--- src/rtl/pwrseq_pkg.sv ---
package pwrseq_pkg;
  typedef enum logic { ST_SLEEP = 1'b0, ST_RUN = 1'b1 } pwr_state_t;
  typedef enum logic { MODE_RX = 1'b0, MODE_TX = 1'b1 } radio_mode_t;

  function automatic int imax(input int a, input int b);
    return (a > b) ? a : b;
  endfunction
endpackage

--- src/rtl/pwrseq_timer.sv ---
module pwrseq_timer #(
  parameter int LIMIT = 8,
  parameter int W     = $clog2(LIMIT + 1)
) (
  input  logic         clk,
  input  logic         rst_n,
  input  logic         clr,
  input  logic         tick,
  output logic [W-1:0] cnt
);
  localparam logic [W-1:0] SAT = W'(LIMIT);

  always_ff @(posedge clk or negedge rst_n) begin
    if (!rst_n)
      cnt <= '0;
    else if (clr)
      cnt <= '0;
    else if (tick && (cnt < SAT))
      cnt <= cnt + 1'b1;
  end
endmodule

--- src/rtl/pwrseq_decode.sv ---
module pwrseq_decode #(
  parameter int T_TX = 11,
  parameter int T_RX = 22,
  parameter int T_DD = 26,
  parameter int MW   = 5
) (
  input  logic          run,
  input  logic          is_tx,
  input  logic [MW-1:0] mcnt,
  input  logic          sys_done,
  output logic          dcoc_en,
  output logic          pkdet_en,
  output logic          ddet_en,
  output logic          pa_en,
  output logic          seq_ready
);
  localparam logic [MW-1:0] LIM_TX = MW'(T_TX);
  localparam logic [MW-1:0] LIM_RX = MW'(T_RX);
  localparam logic [MW-1:0] LIM_DD = MW'(T_DD);

  logic rx_run, tx_run, last_up;

  always_comb begin
    tx_run    = run && is_tx;
    rx_run    = run && !is_tx;
    pa_en     = tx_run && (mcnt >= LIM_TX);
    dcoc_en   = rx_run;
    pkdet_en  = rx_run && (mcnt >= LIM_RX);
    ddet_en   = rx_run && (mcnt >= LIM_DD);
    last_up   = is_tx ? pa_en : ddet_en;
    seq_ready = last_up && sys_done;
  end
endmodule

--- src/rtl/pwrseq_ctrl.sv ---
module pwrseq_ctrl
  import pwrseq_pkg::*;
#(
  parameter int T_CLK = 5,
  parameter int T_TX  = 11,
  parameter int T_RX  = 22,
  parameter int T_DD  = 26,
  parameter int T_SYS = 80
) (
  input  logic clk,
  input  logic rst_n,
  input  logic sleep_n,
  input  logic mode_tx,
  input  logic keep_clk,
  input  logic tb_tick,
  output logic osc_en,
  output logic clkout_en,
  output logic dcoc_en,
  output logic pkdet_en,
  output logic ddet_en,
  output logic pa_en,
  output logic seq_ready
);
  localparam int MODE_MAX = imax(imax(T_TX, T_RX), T_DD);
  localparam int CW       = $clog2(T_CLK + 1);
  localparam int MW       = $clog2(MODE_MAX + 1);
  localparam int SW       = $clog2(T_SYS + 1);

  pwr_state_t  state_q;
  radio_mode_t mode_q;
  logic        first_q, sys_req_q;
  logic [CW-1:0] clk_cnt;
  logic [MW-1:0] mode_cnt;
  logic [SW-1:0] sys_cnt;
  logic osc_on, clk_ready, run, mode_restart, sys_done;

  // state register: follows the registered power-down pin
  always_ff @(posedge clk or negedge rst_n) begin
    if (!rst_n) state_q <= ST_SLEEP;
    else        state_q <= sleep_n ? ST_SLEEP : ST_RUN;
  end

  // the start path is chosen at the first edge after reset
  always_ff @(posedge clk or negedge rst_n) begin
    if (!rst_n) begin
      first_q   <= 1'b1;
      sys_req_q <= 1'b0;
    end else if (first_q) begin
      first_q   <= 1'b0;
      sys_req_q <= !sleep_n;
    end
  end

  always_comb begin
    osc_on       = (state_q == ST_RUN) || keep_clk;
    clk_ready    = osc_on && (clk_cnt >= CW'(T_CLK));
    run          = (state_q == ST_RUN) && clk_ready;
    mode_restart = !run || (radio_mode_t'(mode_tx) != mode_q);
    sys_done     = !sys_req_q || (sys_cnt >= SW'(T_SYS));
  end

  always_ff @(posedge clk or negedge rst_n) begin
    if (!rst_n)            mode_q <= MODE_RX;
    else if (mode_restart) mode_q <= radio_mode_t'(mode_tx);
  end

  pwrseq_timer #(.LIMIT(T_CLK), .W(CW)) u_clk_tmr (
    .clk(clk), .rst_n(rst_n), .clr(!osc_on), .tick(tb_tick), .cnt(clk_cnt)
  );

  pwrseq_timer #(.LIMIT(MODE_MAX), .W(MW)) u_mode_tmr (
    .clk(clk), .rst_n(rst_n), .clr(mode_restart), .tick(tb_tick), .cnt(mode_cnt)
  );

  pwrseq_timer #(.LIMIT(T_SYS), .W(SW)) u_sys_tmr (
    .clk(clk), .rst_n(rst_n), .clr(1'b0), .tick(tb_tick), .cnt(sys_cnt)
  );

  pwrseq_decode #(.T_TX(T_TX), .T_RX(T_RX), .T_DD(T_DD), .MW(MW)) u_dec (
    .run(run), .is_tx(mode_q == MODE_TX), .mcnt(mode_cnt), .sys_done(sys_done),
    .dcoc_en(dcoc_en), .pkdet_en(pkdet_en), .ddet_en(ddet_en),
    .pa_en(pa_en), .seq_ready(seq_ready)
  );

  assign osc_en    = osc_on;
  assign clkout_en = clk_ready;
endmodule

--- config.mk ---
export PLATFORM = sky130hd
export DESIGN_NAME = pwrseq_ctrl
export DESIGN_NICKNAME = d
export VERILOG_FILES = /design/src/rtl/pwrseq_pkg.sv /design/src/rtl/pwrseq_timer.sv /design/src/rtl/pwrseq_decode.sv /design/src/rtl/pwrseq_ctrl.sv
export SDC_FILE = /design/constraint.sdc
export NUM_CORES = 1
export LEC_CHECK = 0
export ABC_AREA = 1
export BUFFER_PORTS_ARGS = -buffer_cell sky130_fd_sc_hd__clkbuf_2
export CAP_MARGIN = 20
export CORE_MARGIN = 5
export CORE_UTILIZATION = 64
export CTS_BUF_LIST = sky130_fd_sc_hd__clkbuf_4
export CTS_CLUSTER_DIAMETER = 50
export DETAILED_ROUTE_END_ITERATION = 6
export PLACE_DENSITY_LB_ADDON = 0.15
export REMOVE_ABC_BUFFERS = 1
export SLEW_MARGIN = 20
export SYNTH_ARGS = -nofsm -noshare
export SYNTH_HDL_FRONTEND = slang
export SYNTH_SLANG_ARGS = --single-unit
--- constraint.sdc ---
create_clock -name clk -period 2.11 [get_ports clk]
set_clock_uncertainty 0.15 [all_clocks]
set_input_delay 0.422 -clock clk [delete_from_list [all_inputs] [get_ports clk]]
set_output_delay 0.422 -clock clk [all_outputs]
set_load 0.02 [all_outputs]
==> results of run 1 <==
[cell type report]
class / count / area, um2
tap: 25 / 31.28
multi-input combinational: 96 / 581.8
clock buffer: 4 / 30.03
fill: 119 / 347.8
inverter: 23 / 88.84
sequential: 19 / 479.2
timing repair buffer: 18 / 148.9
[worst reg2reg max path, delay by kind of cell (launching register included)]
family             cells  cell delay (ps)
AOI/OAI and AO/OA      1              210
and+or+nand+nor        5              500
DFF                    1              440
[per-layer routing]
layer	vias to the layer above	GRT usage, %	wire length (um)
li1	474	-	-
met1	441	20.63	904
met2	16	37.45	1210
met3	5	3.438	55
met4	0	9.362	44
met5	-	0	0
[power groups by stage]
| stage | sequential (W) | combinational [W] | clock, W |
|---|---|---|---|
| 6_report | 0.000521 | 0.000367 | 0.000197 |
| 5_1_grt | 0.000531 | 0.000422 | 0.000226 |
| 4_1_cts | 0.000517 | 0.000355 | 0.000204 |
| 3_5_place_dp | 0.000538 | 0.000313 | 0 |
| 3_3_place_gp | 0.000530 | 0.000293 | 0 |
| 2_1_floorplan | 0.000520 | 0.000247 | 0 |
[path summary, 6_finish.rpt]
check | slack, ps | endpoint | start | cells past startpoint
max | -60 | seq_ready | u_clk_tmr.cnt[1] | 9
min | 100 | mode_q | mode_tx | 1
max reg2reg | 720 | u_sys_tmr.cnt[5] | u_sys_tmr.cnt[4] | 6
min reg2reg | 350 | u_sys_tmr.cnt[6] | u_sys_tmr.cnt[6] | 2
max in group asynchronous | 1010 | first_q | rst_n | 2
min in group asynchronous | 450 | mode_q | rst_n | 2
[through the flow]
stage	TNS, ps	instances	utilization (%)	power [W]
2_1_floorplan	0	138	-	0.0007675
3_5_place_dp	0	176	71.65	0.0008508
3_3_place_gp	0	176	71.65	0.0008232
4_1_cts	-57.28	184	76.04	0.001076
5_1_grt	-436.8	185	79.63	0.001179
6_report	-99.54	185	79.63	0.001085
[cell families (layout without fill, tap and decap cells)]
logic type,after synthesis,count (layout)
AND/OR/NAND/NOR,72,72
buffers and inverters,25,45
flip-flops,19,19
AO/OA/AOI/OAI,12,12
adder cells (fa/ha/maj),6,6
XOR/XNOR,5,5
other,1,1
[state kept, by name, summed over array words and instances (netlist names)]
register	cells
u_sys_tmr.cnt	7
u_mode_tmr.cnt	5
u_clk_tmr.cnt	3
first_q	1
mode_q	1
state_q	1
sys_req_q	1
[layout by cell type, fill, tap and decap left out, drive strengths merged]
cell type    count
dlygate4sd3      1
dfrtp           18
nor2            19
conb             1
nand2           34
ha               6
o21ai            7
nand3b           2
buf              9
nand4            4
a21oi            4
dfstp            1
o21a             1
xor2             5
inv             23
nand3           13
clkbuf          12
[what timing repair did]
action,in CTS,in global routing
pin swaps,0,1
gates resized for setup,3,24
endpoints found under the setup margin,3,5
buffers inserted,3,1
endpoints found under the hold margin,18,0
hold buffers,1,0
==> metrics.csv, run 1 <==
metric,value,unit
max cap viols,0,
initial antenna violation count,0,
number of synthesized flops with an enable pin,0,
"count leader, synth",nand2_1,
Post-synth top cells,"28 x nand2_1, 20 x inv_1, 18 x dfrtp_1",
sw power,0.0004047,W
CTS root buf,clkbuf_4,
xor/xnor share of the synthesized area,3.855,%
Internal,0.0006803,W
Die Y,52.13,um
"flops & latches, synth",19,
RePlAce Congestion,0.7691,
pwr dens,797.7,mW/mm2
crit path kind,flip-flop to output port,
Slowest Stage Delay on Critical Path,390,ps
clock network fraction of total power,18.2,%
global-route wire length before repair,3843,um
Post-Syn Area,0.001136,mm2
nets@finish,173,
CP Cell Sequence,inv_1 -> ha_2 -> nand2_2 -> nand2_4 -> nand2_4 -> nor2_1 -> nand2_1 -> a21oi_2 -> clkbuf_8,
Synth cell types,25,
CP Buf/Inv Count,2,
Reg power frac,48.0,%
Final period util,103.1,%
Synth area leader,dfrtp_1,
"Reg clk slew, reported paths",100,ps
Mapped Avg Cell Area,8.115,um2
number of CTS-inserted buffers,3,
GRT Residual Overflow,0,
sequential share of the synthesized area,41.96,%
io pins,13,
DR WL/cell,11.97,um
maximum VDD drop,565.2,uV
cell area after placement,0.001224,mm2
number of remaining DRC errors,0,
prevailing post-synth register cell,dfrtp_1,
failing checks,setup timing,
Placeable Area,0.001708,mm2
post-route ant nets,0,
crit path max fanout,3,
leakage,0.7334,nW
RSZ-0062 raised after global routing,true,
WP data arrival,1600,ps
hold crit path type,primary input to flip-flop,
"top cells by area, synth","dfrtp_1 40%, nand2_1 9.3%, ha_1 6.6%, inv_1 6.6%, nand3_1 5.7%",
Worst-Skew Late Latency,300,ps
fin crit period,2174,ps
multiplexer share of the synthesized area,0,%
CTS Sinks,19,
first drt pass iteration count,4,
"Largest delay share family, worst path",flip-flops,
post-place setup slack,184.6,ps
share of layout cells above drive strength 1,30.00,%
CTS tree,built,
vias in the first global route,927,
Vias/cell,5.059,
critical path's slowest cell,dfrtp_1,
Worst EP required,1540,ps
I/O Buffers,12,
Syn-to-layout area delta,19.71,%
DRT Wirelength,2214,um
Max Fclk,0.4599,GHz
# rows,15,
setup violators final,2,
Post-Synth Simple-Gate Area,31.94,%
Post-Synthesis Cells,140,
# diodes,0,
startpoint types,flip-flop,
Post-Synth Adder-Cell Area,6.608,%
Compound-Gate Fraction of Synth Area,6.498,%
H-tree levels,1,
Tot GR Track Use,19.73,%
Synth top area share,39.65,%
Via Count,936,
synth warn,0,
WHS,102.0,ps
post-DP HPWL,1594,um
Chip Width,52.13,um
Worst setup EP type,output port,
CTS max path bufs,2,
share of flip-flops with an asynchronous set or reset,100.0,%
switch share,37.30,%
crit-path most repeated cell,nand2_4,
status,"complete, but fails checks",
initial core utilization,66.52,%
fin area,0.001360,mm2
largest net degree at the start of global routing,20,
DIE AREA,0.002718,mm2
largest family of logic cells by synthesized area,simple AND/OR/NAND/NOR gates,
Comb pwr share,33.8,%
max-slew violation count,0,
1st-iter DRT viols,16,
Final Hold Viols,0,
worst setup margin,-64.48,ps
Power figures use the tool's default switching activity.
==> run 2: changes to the inputs <==
--- a/config.mk
+++ b/config.mk
@@ -14,6 +14,7 @@
 export CTS_CLUSTER_DIAMETER = 50
 export DETAILED_ROUTE_END_ITERATION = 6
 export PLACE_DENSITY_LB_ADDON = 0.15
+export RECOVER_POWER = 50
 export REMOVE_ABC_BUFFERS = 1
 export SLEW_MARGIN = 20
 export SYNTH_ARGS = -nofsm -noshare
==> metrics.csv, run 2 (same netlist as run 1, synthesis figures left out) <==
metric,value,unit,change
Reg area,479.2,um2,unchanged
RR Endpoint,u_sys_tmr.cnt[5],,
RePlAce Congestion,0.7691,,unchanged
initial core utilization,66.52,%,unchanged
failing checks,setup timing,,
setup violators final,2,,unchanged
RSZ-0062 raised after global routing,true,,
crit path kind,flip-flop to output port,,
Syn-to-layout area delta,19.49,%,
max FFs per register,7,,unchanged
"Reg clk slew, reported paths",100,ps,about the same
largest net degree at the start of global routing,20,,unchanged
CTS Sinks,19,,unchanged
post-route ant nets,0,,unchanged
Multi-input gate area,581.8,um2,unchanged
Via Count,936,,unchanged
I/O Buffers,12,,unchanged
most frequent cells in the layout,"26 x nand2_1, 18 x inv_1, 16 x dfrtp_1",,
Internal,0.0006797,W,about the same
share of layout cells above drive strength 1,28.75,%,-1.3 points
io pins,13,,unchanged
Vias/cell,5.059,,unchanged
cell area after placement,0.001224,mm2,unchanged
startpoint types,flip-flop,,
fin crit period,2175,ps,+0.5144 ps
H-tree levels,1,,unchanged
first drt pass iteration count,4,,unchanged
number of remaining DRC errors,0,,unchanged
initial antenna violation count,0,,unchanged
Reg power frac,48.0,%,about the same
# rows,15,,unchanged
Max Fclk,0.4598,GHz,about the same
fill cell count,121,,+1.7%
Layout Utilization,79.49,%,-0.15 points
DRT Wirelength,2215,um,about the same
vias in the first global route,927,,unchanged
Final Power,0.001085,W,about the same
Worst EP required,1540,ps,about the same
number of CTS-inserted buffers,3,,unchanged
crit path max fanout,3,,unchanged
sw power,0.0004049,W,about the same
biggest regs,"u_sys_tmr.cnt x7, u_mode_tmr.cnt x5, u_clk_tmr.cnt x3",,
CP Launch Point,u_clk_tmr.cnt[1],,
GRT Residual Overflow,0,,unchanged
maximum VDD drop,565.2,uV,about the same
switch share,37.33,%,about the same
worst reg2reg setup slack,720,ps,about the same
CTS root buf,clkbuf_4,,
clock network fraction of total power,18.2,%,about the same
leakage,0.7275,nW,-0.81%
1st-iter DRT viols,16,,unchanged
Worst setup EP type,output port,,
WHS,106.4,ps,+4.382 ps
global-route wire length before repair,3843,um,unchanged
fin area,0.001358,mm2,-0.18%
pwr dens,799.0,mW/mm2,+0.16%
Final period util,103.1,%,about the same
Largest Register,u_sys_tmr.cnt,,
Comb pwr share,33.8,%,about the same
max cap viols,0,,unchanged
hold crit path type,primary input to flip-flop,,
CP Capture Point,seq_ready,,
worst setup margin,-65.00,ps,-0.5144 ps
max-slew violation count,0,,unchanged
CTS max path bufs,2,,unchanged
CTS tree,built,,
max_slew headroom,32.58,%,
Tot GR Track Use,19.73,%,unchanged
worst r2r path cells,6,,unchanged
Worst-Skew Late Latency,300,ps,about the same
Final Hold Viols,0,,unchanged
post-DP HPWL,1594,um,unchanged
RR Startpoint,u_sys_tmr.cnt[4],,
Die Y,52.13,um,unchanged
Worst-Margin Slew,1011,ps,
DR WL/cell,11.97,um,about the same
status,"complete, but fails checks",,
DIE AREA,0.002718,mm2,unchanged
Chip Width,52.13,um,unchanged
nets@finish,173,,unchanged
Placeable Area,0.001708,mm2,unchanged
WP data arrival,1600,ps,about the same
"most common cell after layout, fill and taps aside",nand2_1,,
# diodes,0,,unchanged
==> run 2: worst min path at each step <==
stage | from | end | slack (ps) | depth (start not counted)
floorplan | rst_n | mode_q | -20 | 0
global placement | rst_n | mode_q | 240 | 1
detailed placement | rst_n | mode_q | 240 | 1
CTS | mode_tx | mode_q | 90 | 1
global route | mode_tx | mode_q | 100 | 1
finish | mode_tx | mode_q | 110 | 1
==> run 2: power by group through the flow <==
stage	logic [W]	registers, W	clock network [W]
after floorplan	0.000247	0.000520	0
after global placement	0.000293	0.000530	0
after detailed placement	0.000313	0.000538	0
after CTS	0.000355	0.000517	0.000204
after global routing	0.000421	0.000531	0.000226
final	0.000367	0.000521	0.000197
==> run 2: what timing repair did <==
item                       4_1_cts  5_1_grt
setup endpoints to repair        3        5
pin swaps                        0        1
hold endpoints to repair        18        0
gates resized for setup          3       24
cloned                           0        0
hold buffers                     1        0
buffers inserted                 3        1
==> run 2: layer usage <==
metal	up-vias	wire length [um]	GRT usage, %
met1	441	905	20.63
met4	0	44	9.362
met2	16	1210	37.45
met5	-	0	0
met3	5	55	3.438
li1	474	-	-
==> run 2: through the flow <==
stage | setup slack [ps] | setup TNS (ps) | instances
floorplan | 232.4 | 0 | 138
global placement | 271.6 | 0 | 176
detailed placement | 184.6 | 0 | 176
CTS | -57.28 | -57.28 | 184
global route | -183.5 | -436.8 | 185
finish | -65.00 | -100.5 | 185
==> run 2: layout make-up <==
class                   instances  area share [%]
flip-flops and latches         19           35.30
inverters                      23           6.544
multi-input cells              96           42.86
well taps                      25           2.304
clock buffers                   4           2.212
repair buffers                 18           10.78
==> run 2: critical path, cell delays in order, from the launching register on <==
cell,delay [ps]
dfrtp_1,390
inv_1,60
ha_2,160
nand2_2,60
nand2_4,80
nand2_4,70
nor2_1,90
nand2_1,80
a21oi_2,150
clkbuf_8,170
